## config.mk

```make
export PLATFORM = sky130hd
export DESIGN_NAME = wol_pm_ctrl
export DESIGN_NICKNAME = d
export VERILOG_FILES = /design/src/rtl/wol_pkg.sv /design/src/rtl/wol_mode_fsm.sv /design/src/rtl/wol_flags.sv /design/src/rtl/wol_out_gate.sv /design/src/rtl/wol_pm_ctrl.sv
export SDC_FILE = /design/constraint.sdc
export NUM_CORES = 1
export LEC_CHECK = 0
export ABC_AREA = 1
export CORE_AREA = 2 2 39 41
export CTS_CLUSTER_DIAMETER = 200
export CTS_CLUSTER_SIZE = 10
export DETAILED_ROUTE_END_ITERATION = 16
export DIE_AREA = 0 0 41 43
export PLACE_DENSITY = 0.74
export SETUP_SLACK_MARGIN = 0.05
export SLEW_MARGIN = 10
export SYNTH_ARGS = -nofsm -noshare
export SYNTH_HDL_FRONTEND = slang
export SYNTH_SLANG_ARGS = --single-unit
export TNS_END_PERCENT = 10
```

## constraint.sdc

```tcl
create_clock -name clk -period 1.2 [get_ports clk]
set_input_delay 0.3 -clock clk [delete_from_list [all_inputs] [get_ports clk]]
set_output_delay 0.3 -clock clk [all_outputs]
set_load 0.005 [all_outputs]
```

## src/rtl/wol_pkg.sv

```systemverilog
package wol_pkg;
  typedef enum logic [1:0] {
    ST_IDLE   = 2'd0,
    ST_SUSP   = 2'd1,
    ST_ARMED  = 2'd2,
    ST_ACTIVE = 2'd3
  } wol_state_e;

  localparam int unsigned FLAG_W   = 3;
  localparam int unsigned FL_MATCH = 0;
  localparam int unsigned FL_CAUSE = 1;
  localparam int unsigned FL_PME   = 2;
endpackage

```

## src/rtl/wol_mode_fsm.sv

```systemverilog
module wol_mode_fsm
  import wol_pkg::*;
(
  input  logic clk,
  input  logic rst_n,
  input  logic mode_sel,
  input  logic hw_arm,
  input  logic susp_ack,
  input  logic pwr_good,
  input  logic sw_en,
  output logic wake_active,
  output logic susp_req
);
  wol_state_e state_q, state_d;
  logic pg_q, en_q;
  logic arm_req, start_evt, stop_evt;

  always_comb begin
    arm_req   = mode_sel | hw_arm;
    start_evt = (pg_q & ~pwr_good) | (~en_q & sw_en);
    stop_evt  = (~pg_q & pwr_good) | (en_q & ~sw_en);
  end

  always_comb begin
    state_d = state_q;
    unique case (state_q)
      ST_IDLE: begin
        if (hw_arm)        state_d = ST_ARMED;
        else if (mode_sel) state_d = ST_SUSP;
      end
      ST_SUSP: begin
        if (!arm_req)              state_d = ST_IDLE;
        else if (hw_arm | susp_ack) state_d = ST_ARMED;
      end
      ST_ARMED: begin
        if (!arm_req)       state_d = ST_IDLE;
        else if (start_evt) state_d = ST_ACTIVE;
      end
      ST_ACTIVE: begin
        if (stop_evt) state_d = ST_IDLE;
      end
      default: state_d = ST_IDLE;
    endcase
  end

  always_ff @(posedge clk or negedge rst_n) begin
    if (!rst_n) begin
      state_q <= ST_IDLE;
      pg_q    <= 1'b1;
      en_q    <= 1'b0;
    end else begin
      state_q <= state_d;
      pg_q    <= pwr_good;
      en_q    <= sw_en;
    end
  end

  assign wake_active = (state_q == ST_ACTIVE);
  assign susp_req    = (state_q == ST_SUSP);

  p_no_entry_unsuspended_r2: assert property (@(posedge clk) disable iff (!rst_n)
    (state_q == ST_SUSP) |=> !wake_active);

  p_entry_from_armed_r3: assert property (@(posedge clk) disable iff (!rst_n)
    (!wake_active ##1 wake_active) |-> $past(state_q == ST_ARMED));

  p_hw_no_handshake_r4: assert property (@(posedge clk) disable iff (!rst_n)
    (hw_arm && state_q == ST_IDLE) |=> !susp_req);

  p_exit_on_stop_r5: assert property (@(posedge clk) disable iff (!rst_n)
    (wake_active && ((!pg_q && pwr_good) || (en_q && !sw_en))) |=> !wake_active);

  p_withdraw_r12: assert property (@(posedge clk) disable iff (!rst_n)
    (susp_req && !mode_sel && !hw_arm) |=> !susp_req);
endmodule

```

## src/rtl/wol_flags.sv

```systemverilog
module wol_flags
  import wol_pkg::*;
(
  input  logic              clk,
  input  logic              rst_n,
  input  logic              active_i,
  input  logic              match_stb,
  input  logic [FLAG_W-1:0] clr_i,
  output logic [FLAG_W-1:0] flags_o
);
  logic hit;
  assign hit = active_i & match_stb;

  for (genvar k = 0; k < FLAG_W; k++) begin : g_flag
    logic f_q, f_d, f_en;

    always_comb begin
      f_en = hit | clr_i[k];
      f_d  = hit | (f_q & ~clr_i[k]);
    end

    always_ff @(posedge clk or negedge rst_n) begin
      if (!rst_n)    f_q <= 1'b0;
      else if (f_en) f_q <= f_d;
    end

    assign flags_o[k] = f_q;

    p_w1c_r11: assert property (@(posedge clk) disable iff (!rst_n)
      (clr_i[k] && !hit) |=> !flags_o[k]);
  end

  p_match_sets_r6: assert property (@(posedge clk) disable iff (!rst_n)
    (active_i && match_stb) |=> (&flags_o));

  p_idle_ignore_r7: assert property (@(posedge clk) disable iff (!rst_n)
    (!active_i && clr_i == '0) |=> $stable(flags_o));
endmodule

```

## src/rtl/wol_out_gate.sv

```systemverilog
module wol_out_gate
  import wol_pkg::*;
(
  input  logic [FLAG_W-1:0] flags_i,
  input  logic              pme_en,
  input  logic              pme_en_ovr,
  input  logic              int_en_glb,
  input  logic              int_en_wake,
  output logic              rwake_o,
  output logic              pme_o,
  output logic              irq_o
);
  always_comb begin
    rwake_o = flags_i[FL_MATCH];
    pme_o   = flags_i[FL_PME] & (pme_en | pme_en_ovr);
    irq_o   = flags_i[FL_CAUSE] & int_en_glb & int_en_wake;
  end
endmodule

```

## src/rtl/wol_pm_ctrl.sv

```systemverilog
module wol_pm_ctrl
  import wol_pkg::*;
(
  input  logic              clk,
  input  logic              rst_n,
  input  logic              mode_sel,
  input  logic              hw_arm,
  input  logic              sw_en,
  input  logic              pwr_good,
  input  logic              susp_ack,
  output logic              susp_req,
  input  logic              match_stb,
  input  logic [FLAG_W-1:0] clr_flags,
  input  logic              pme_en,
  input  logic              pme_en_ovr,
  input  logic              int_en_glb,
  input  logic              int_en_wake,
  output logic              wake_active,
  output logic              match_flag,
  output logic              cause_flag,
  output logic              pme_stat_flag,
  output logic              rwake_o,
  output logic              pme_o,
  output logic              irq_o
);
  logic [FLAG_W-1:0] flags;

  wol_mode_fsm u_fsm (
    .clk(clk), .rst_n(rst_n), .mode_sel(mode_sel), .hw_arm(hw_arm),
    .susp_ack(susp_ack), .pwr_good(pwr_good), .sw_en(sw_en),
    .wake_active(wake_active), .susp_req(susp_req)
  );

  wol_flags u_flags (
    .clk(clk), .rst_n(rst_n), .active_i(wake_active),
    .match_stb(match_stb), .clr_i(clr_flags), .flags_o(flags)
  );

  wol_out_gate u_gate (
    .flags_i(flags), .pme_en(pme_en), .pme_en_ovr(pme_en_ovr),
    .int_en_glb(int_en_glb), .int_en_wake(int_en_wake),
    .rwake_o(rwake_o), .pme_o(pme_o), .irq_o(irq_o)
  );

  assign match_flag    = flags[FL_MATCH];
  assign cause_flag    = flags[FL_CAUSE];
  assign pme_stat_flag = flags[FL_PME];

  p_rwake_follows_r8: assert property (@(posedge clk) disable iff (!rst_n)
    (match_stb && wake_active) |=> rwake_o);
endmodule

```

**Word-level counts from Yosys, hierarchy flattened**

Cells that the tools add are included.

- Equal/unequal tests: 7
- $lt $le $gt $ge: 0
- Multipliers: 0
- Bitwise logic cells: 29
- Reduce and logical (&&, ||, !) cells: 2
- $add $sub $neg: 0
- Multiplexer cells: 8
- Shift-type cells: 0
- Div/mod/pow operators: 0

Operator list:

| cell | count |
|---|---|
| 2-bit 2-to-1 mux | 7 |
| 1-bit AND | 11 |
| 1-bit OR | 11 |
| 3-bit != test, second input constant | 3 |
| 2-bit case mux with 4 select lines | 1 |
| 1-bit NOT | 7 |
| 2-bit == test, second input constant | 2 |
| 4-bit AND reduction | 1 |
| 2-bit by 1-bit == test with 1-bit output, second input constant | 1 |
| 2-bit logical NOT | 1 |
| 2-bit != test, second input constant | 1 |

- Logic and storage cells: 52
- Memories: 0
- Input port bits: 15
- Bits in read-only memories: 0
- Bits in writable memories: 0
- Bits in latches: 0
- Output and inout port bits: 8
- Flip-flop bits (word level): 7

**Logic depth before layout (Yosys ltp)**

- Depth in word-level cells: 6
- Mapped depth: 7
- Depth with buffers taken out: 7

**Modules after synthesis**

A second synthesis with hierarchy kept.

- Cell total of the unflattened synthesis: 66
- Area, all modules: 437.9 sq um

By module, submodules not included:

| module | cells an instance | times used | area an instance (sq um) | sequential area each (sq um) |
|---|---|---|---|---|
| wol_mode_fsm | 43 | 1 | 270.3 | 101.3 |
| wol_flags | 16 | 1 | 135.1 | 75.1 |
| wol_out_gate | 7 | 1 | 32.5 | 0.0 |

**Worst setup path after synthesis**

Ideal clock, no wire load.

- Path kind: register to register
- Start: register u_fsm.state_q[1]
- End: register u_fsm.state_q[0]
- Arrival time: 809 ps
- Cell stages (with the launch flop): 6
- Buffers on the path: 0
- Slack: 267 ps
- Library setup time: 124 ps
- Period minus slack after synthesis: 933 ps
- Cells stage by stage: dfrtp_1 > nand2_2 > inv_2 > nand3_1 > nand2_1 > o21bai_2

- Word-level cells in the longest chain between the ends: 3

Ends and longest elaborated chain:

| item | RTL line | RTL |
|---|---|---|
| start: declaration | wol_mode_fsm.sv:14 | `wol_state_e state_q, state_d;` |
| start signal: assignment | wol_mode_fsm.sv:52 | `state_q <= state_d;` |
| 2-bit == test (*) | n/a |  |
| named net wake_active | wol_pm_ctrl.sv:18 | `output logic wake_active,` |
| 2-bit != test (no line) | n/a |  |
| 4-bit AND reduction (no line) | n/a |  |

The timed path passes the listed nets; every way through them passes the cells marked *.
A chain may end at the register's enable or synchronous reset.

**Worst setup path in the final report**

- Start: input port pme_en
- End: output port pme_o

- Word-level cells in the longest chain between the ends: 2

Ends and longest elaborated chain:

| item | RTL line | RTL |
|---|---|---|
| start: declaration | wol_pm_ctrl.sv:14 | `input logic pme_en,` |
| 1-bit OR | wol_out_gate.sv:15 | `pme_o = flags_i[FL_PME] & (pme_en \| pme_en_ovr);` |
| 1-bit AND | wol_out_gate.sv:15 |  |
| end: declaration | wol_pm_ctrl.sv:23 | `output logic pme_o,` |

Every way passes these cells.

==> impl_metrics.toml <==
[status]
outcome = "finished with violations"
violations = "negative setup slack"

[clock_tree]
cts_tree = "done"
clkSinkCount = 7
cts_buffer_depth = 2
h-tree-depth = 1
insertion_delay_ns = 0.25
cts-root-buf = "clkbuf_4"
worst_setup_hold_path_clk_slew_ns = 0.05
numCtsBuffers = 3
ctsHoldBuffers = 0

[synth]
synth_top_cell_by_area = "dfrtp_1"
synth_area_per_cell_sq_um = 7.06
synth_seq_cells = 7
syn-cell-area_sq_um = 395
yosysWarnings = 0
syn_nets = 71
ys_seq_area_share_pct = 44.6
synth.top_cell.area_share_pct = 38.0
syn_inst = 56
yosys-top-cells-area = "dfrtp_1 (38%), nand2_1 (14%), inv_1 (9.5%), dfstp_2 (6.6%), o21ai_1 (6.3%)"
synth_cell_types = 15

[floorplanning]
fp-row-count = 14
start_util_pct = 28.6
core_sq_um = 1380
fp.dieArea_sq_um = 1760
fp.dieH_um = 43
die_x_um = 41
io_pins = 23

[setup_path]
cp_top_family = "buffers and inverters"
startpoint = "pme_en"
critPathSlowestCell = "clkdlybuf4s50_1"
r2r_slack_ns = 0.02
criticalPathCategory = "input pin to output pin"
cp-start-kind = "input pin"
r2r-end = "u_fsm.state_q[0]"
critPathMostFrequentCell = "nor2_1"
cp_data_required_time_ns = 0.90
crit_buf_inv = 2
ff2ff_path_depth = 6
path_cells = "clkdlybuf4s50_1 -> nor2_1 -> nor2_1 -> buf_2"
r2r_start = "u_fsm.state_q[0]"
critPathMaxStageDelay_ns = 0.46
arrival_ns = 0.98
critPathMaxFanout = 1
cp-end-kind = "output pin"

[timing]
fmax_mhz = 781
worstMarginPinSlew_ns = 0.330
skew_ns = 0.00482
rsz0062_at_grt = "yes"
drv_slew = 0
layout_min_cycle_time_ns = 1.28
maxSlewHeadroom_pct = 77.9
setup_slack_ns = -0.0804
fin_setup_tns_ns = -0.219
fin_crit_sh_pct = 107
hold_violations = 0
setup_viol = 4

[grt]
first_global_vias = 389
gr-usage-all-layers_pct = 13.1
antenna_found_initial = 0
grt.overflow.total = 0
grt_max_degree = 8
grt_pass1_wl_um = 1530

[run]
maxCapViolCount = 0

[detailed_routing]
wl_per_cell_um = 8.84
topRoutingLayerUsed = "met3"
postRouteAntennaNets = 0
wl_met3_um = 62
route.detailed.drc = 0
drt_first_iter_violations = 0
met2_length_um = 526
via_per_inst = 4.12
drt_wl_total_um = 937
wl_met1_um = 349
firstDrtPassIters = 1
via_count = 437

[layout]
nets = 106
n_antenna_cell = 0
area_growth_syn_to_layout_pct = 85.4
design_area_sq_um = 733
drive_gt1_share_pct = 32.2
finalNonFillerCells = 106

[power]
power_switching_mw = 0.489
power_density_nw_per_um2 = 1910
comb_power_share_pct = 58.1
seq_power_share_pct = 26.7
sw_frac_of_total_pct = 34.9
internal_power_mw = 0.913
leakage_nw = 0.416
pwr-share-clk_pct = 15.3
p_total_mw = 1.40
irDropWorstVdd_uv = 899

[placement]
numPortBuffers = 22
dp.cells = 98
place_area_sq_um = 666
gp_congestion = 0.717
hpwlAfterDp_um = 689

[min_path]
hold_path.class = "input pin to asynchronous set/reset pin"
==> power by group through the flow <==
stage / sequential [mW] / combinational (mW) / clock [mW]
after floorplan: 0.395 / 0.283 / 0
after global placement: 0.382 / 0.684 / 0
after detailed placement: 0.389 / 0.691 / 0
after CTS: 0.369 / 0.794 / 0.225
after global routing: 0.384 / 0.901 / 0.235
final: 0.374 / 0.814 / 0.214
==> Yosys cell counts, drive strengths merged <==
library cell / number
buf: 1
dfrtp: 6
nor2: 9
inv: 12
nor3: 1
dfstp: 1
nand3: 2
o21ai: 5
o21bai: 1
nand2: 16
and3: 1
a21oi: 1
==> per-layer routing <==
layer,vias up,GRT usage [%]
met4,0,6.00
li1,237,-
met3,0,6.28
met1,188,15.2
met2,12,19.4
met5,-,0
==> what timing repair did <==
| action | CTS | global route |
|---|---|---|
| resized for setup | 28 | 10 |
| cloned | 0 | 0 |
| setup buffers | 4 | 0 |
| setup endpoints to repair | 8 | 9 |
| pin swaps | 6 | 1 |
==> layout make-up <==
cell class / count / area [sq um]
fillers: 136 / 651
repair buffers: 31 / 277
multi-input cells: 36 / 186
flip-flops and latches: 7 / 176
inverters: 12 / 47.5
clock buffers: 4 / 26.3
well taps: 16 / 20.0
==> through the flow <==
stage	worst slack, ns	hold WS, ns	utilization (%)
after floorplan	0.267	0.00441	-
after CTS	-0.0972	0.301	52.2
after detailed placement	-0.490	0.521	48.1
after global placement	-0.478	0.517	48.1
after global routing	-0.124	0.319	53.0
final	-0.0804	0.309	53.0
==> cell usage in the layout (no fill, tap or decap) <==
cell and instances:
a21oi_1 1, and3_1 1, buf_2 4, buf_4 6
buf_6 3, clkbuf_1 1, clkbuf_2 2, clkbuf_4 3
clkdlybuf4s15_1 2, clkdlybuf4s50_1 11, dfrtp_1 6, dfstp_2 1
dlymetal6s2s_1 3, inv_1 10, inv_2 1, inv_4 1
nand2_1 14, nand2_2 2, nand3_1 2, nor2_1 5
nor2_2 2, nor2_4 2, nor3_2 1, o21ai_1 5
o21bai_2 1
==> cells by family (layout without fill, tap and decap cells) <==
kind of cell / Yosys count / after routing / share of synthesized area [%]
buffers and inverters: 13 / 47 / 13.3
flip-flops: 7 / 7 / 44.6
AND/OR/NAND/NOR: 29 / 29 / 31.6
AO/OA/AOI/OAI: 7 / 7 / 10.4
==> worst max-delay path by stage <==
stage / endpoint / slack, ns / cells after the start
3_5_place_dp: pme_o / -0.49 / 4
3_3_place_gp: irq_o / -0.48 / 3
6_report: pme_o / -0.08 / 4
2_1_floorplan: u_fsm.state_q[0] / 0.27 / 5
4_1_cts: susp_req / -0.1 / 4
5_1_grt: susp_req / -0.12 / 3
==> flip-flops by register name, summed over array words and instances (netlist names) <==
register and count:
u_fsm.en_q 1, u_flags.g_flag.f_q 3, u_fsm.pg_q 1, u_fsm.state_q 2
(Power assumes the default switching activity.)
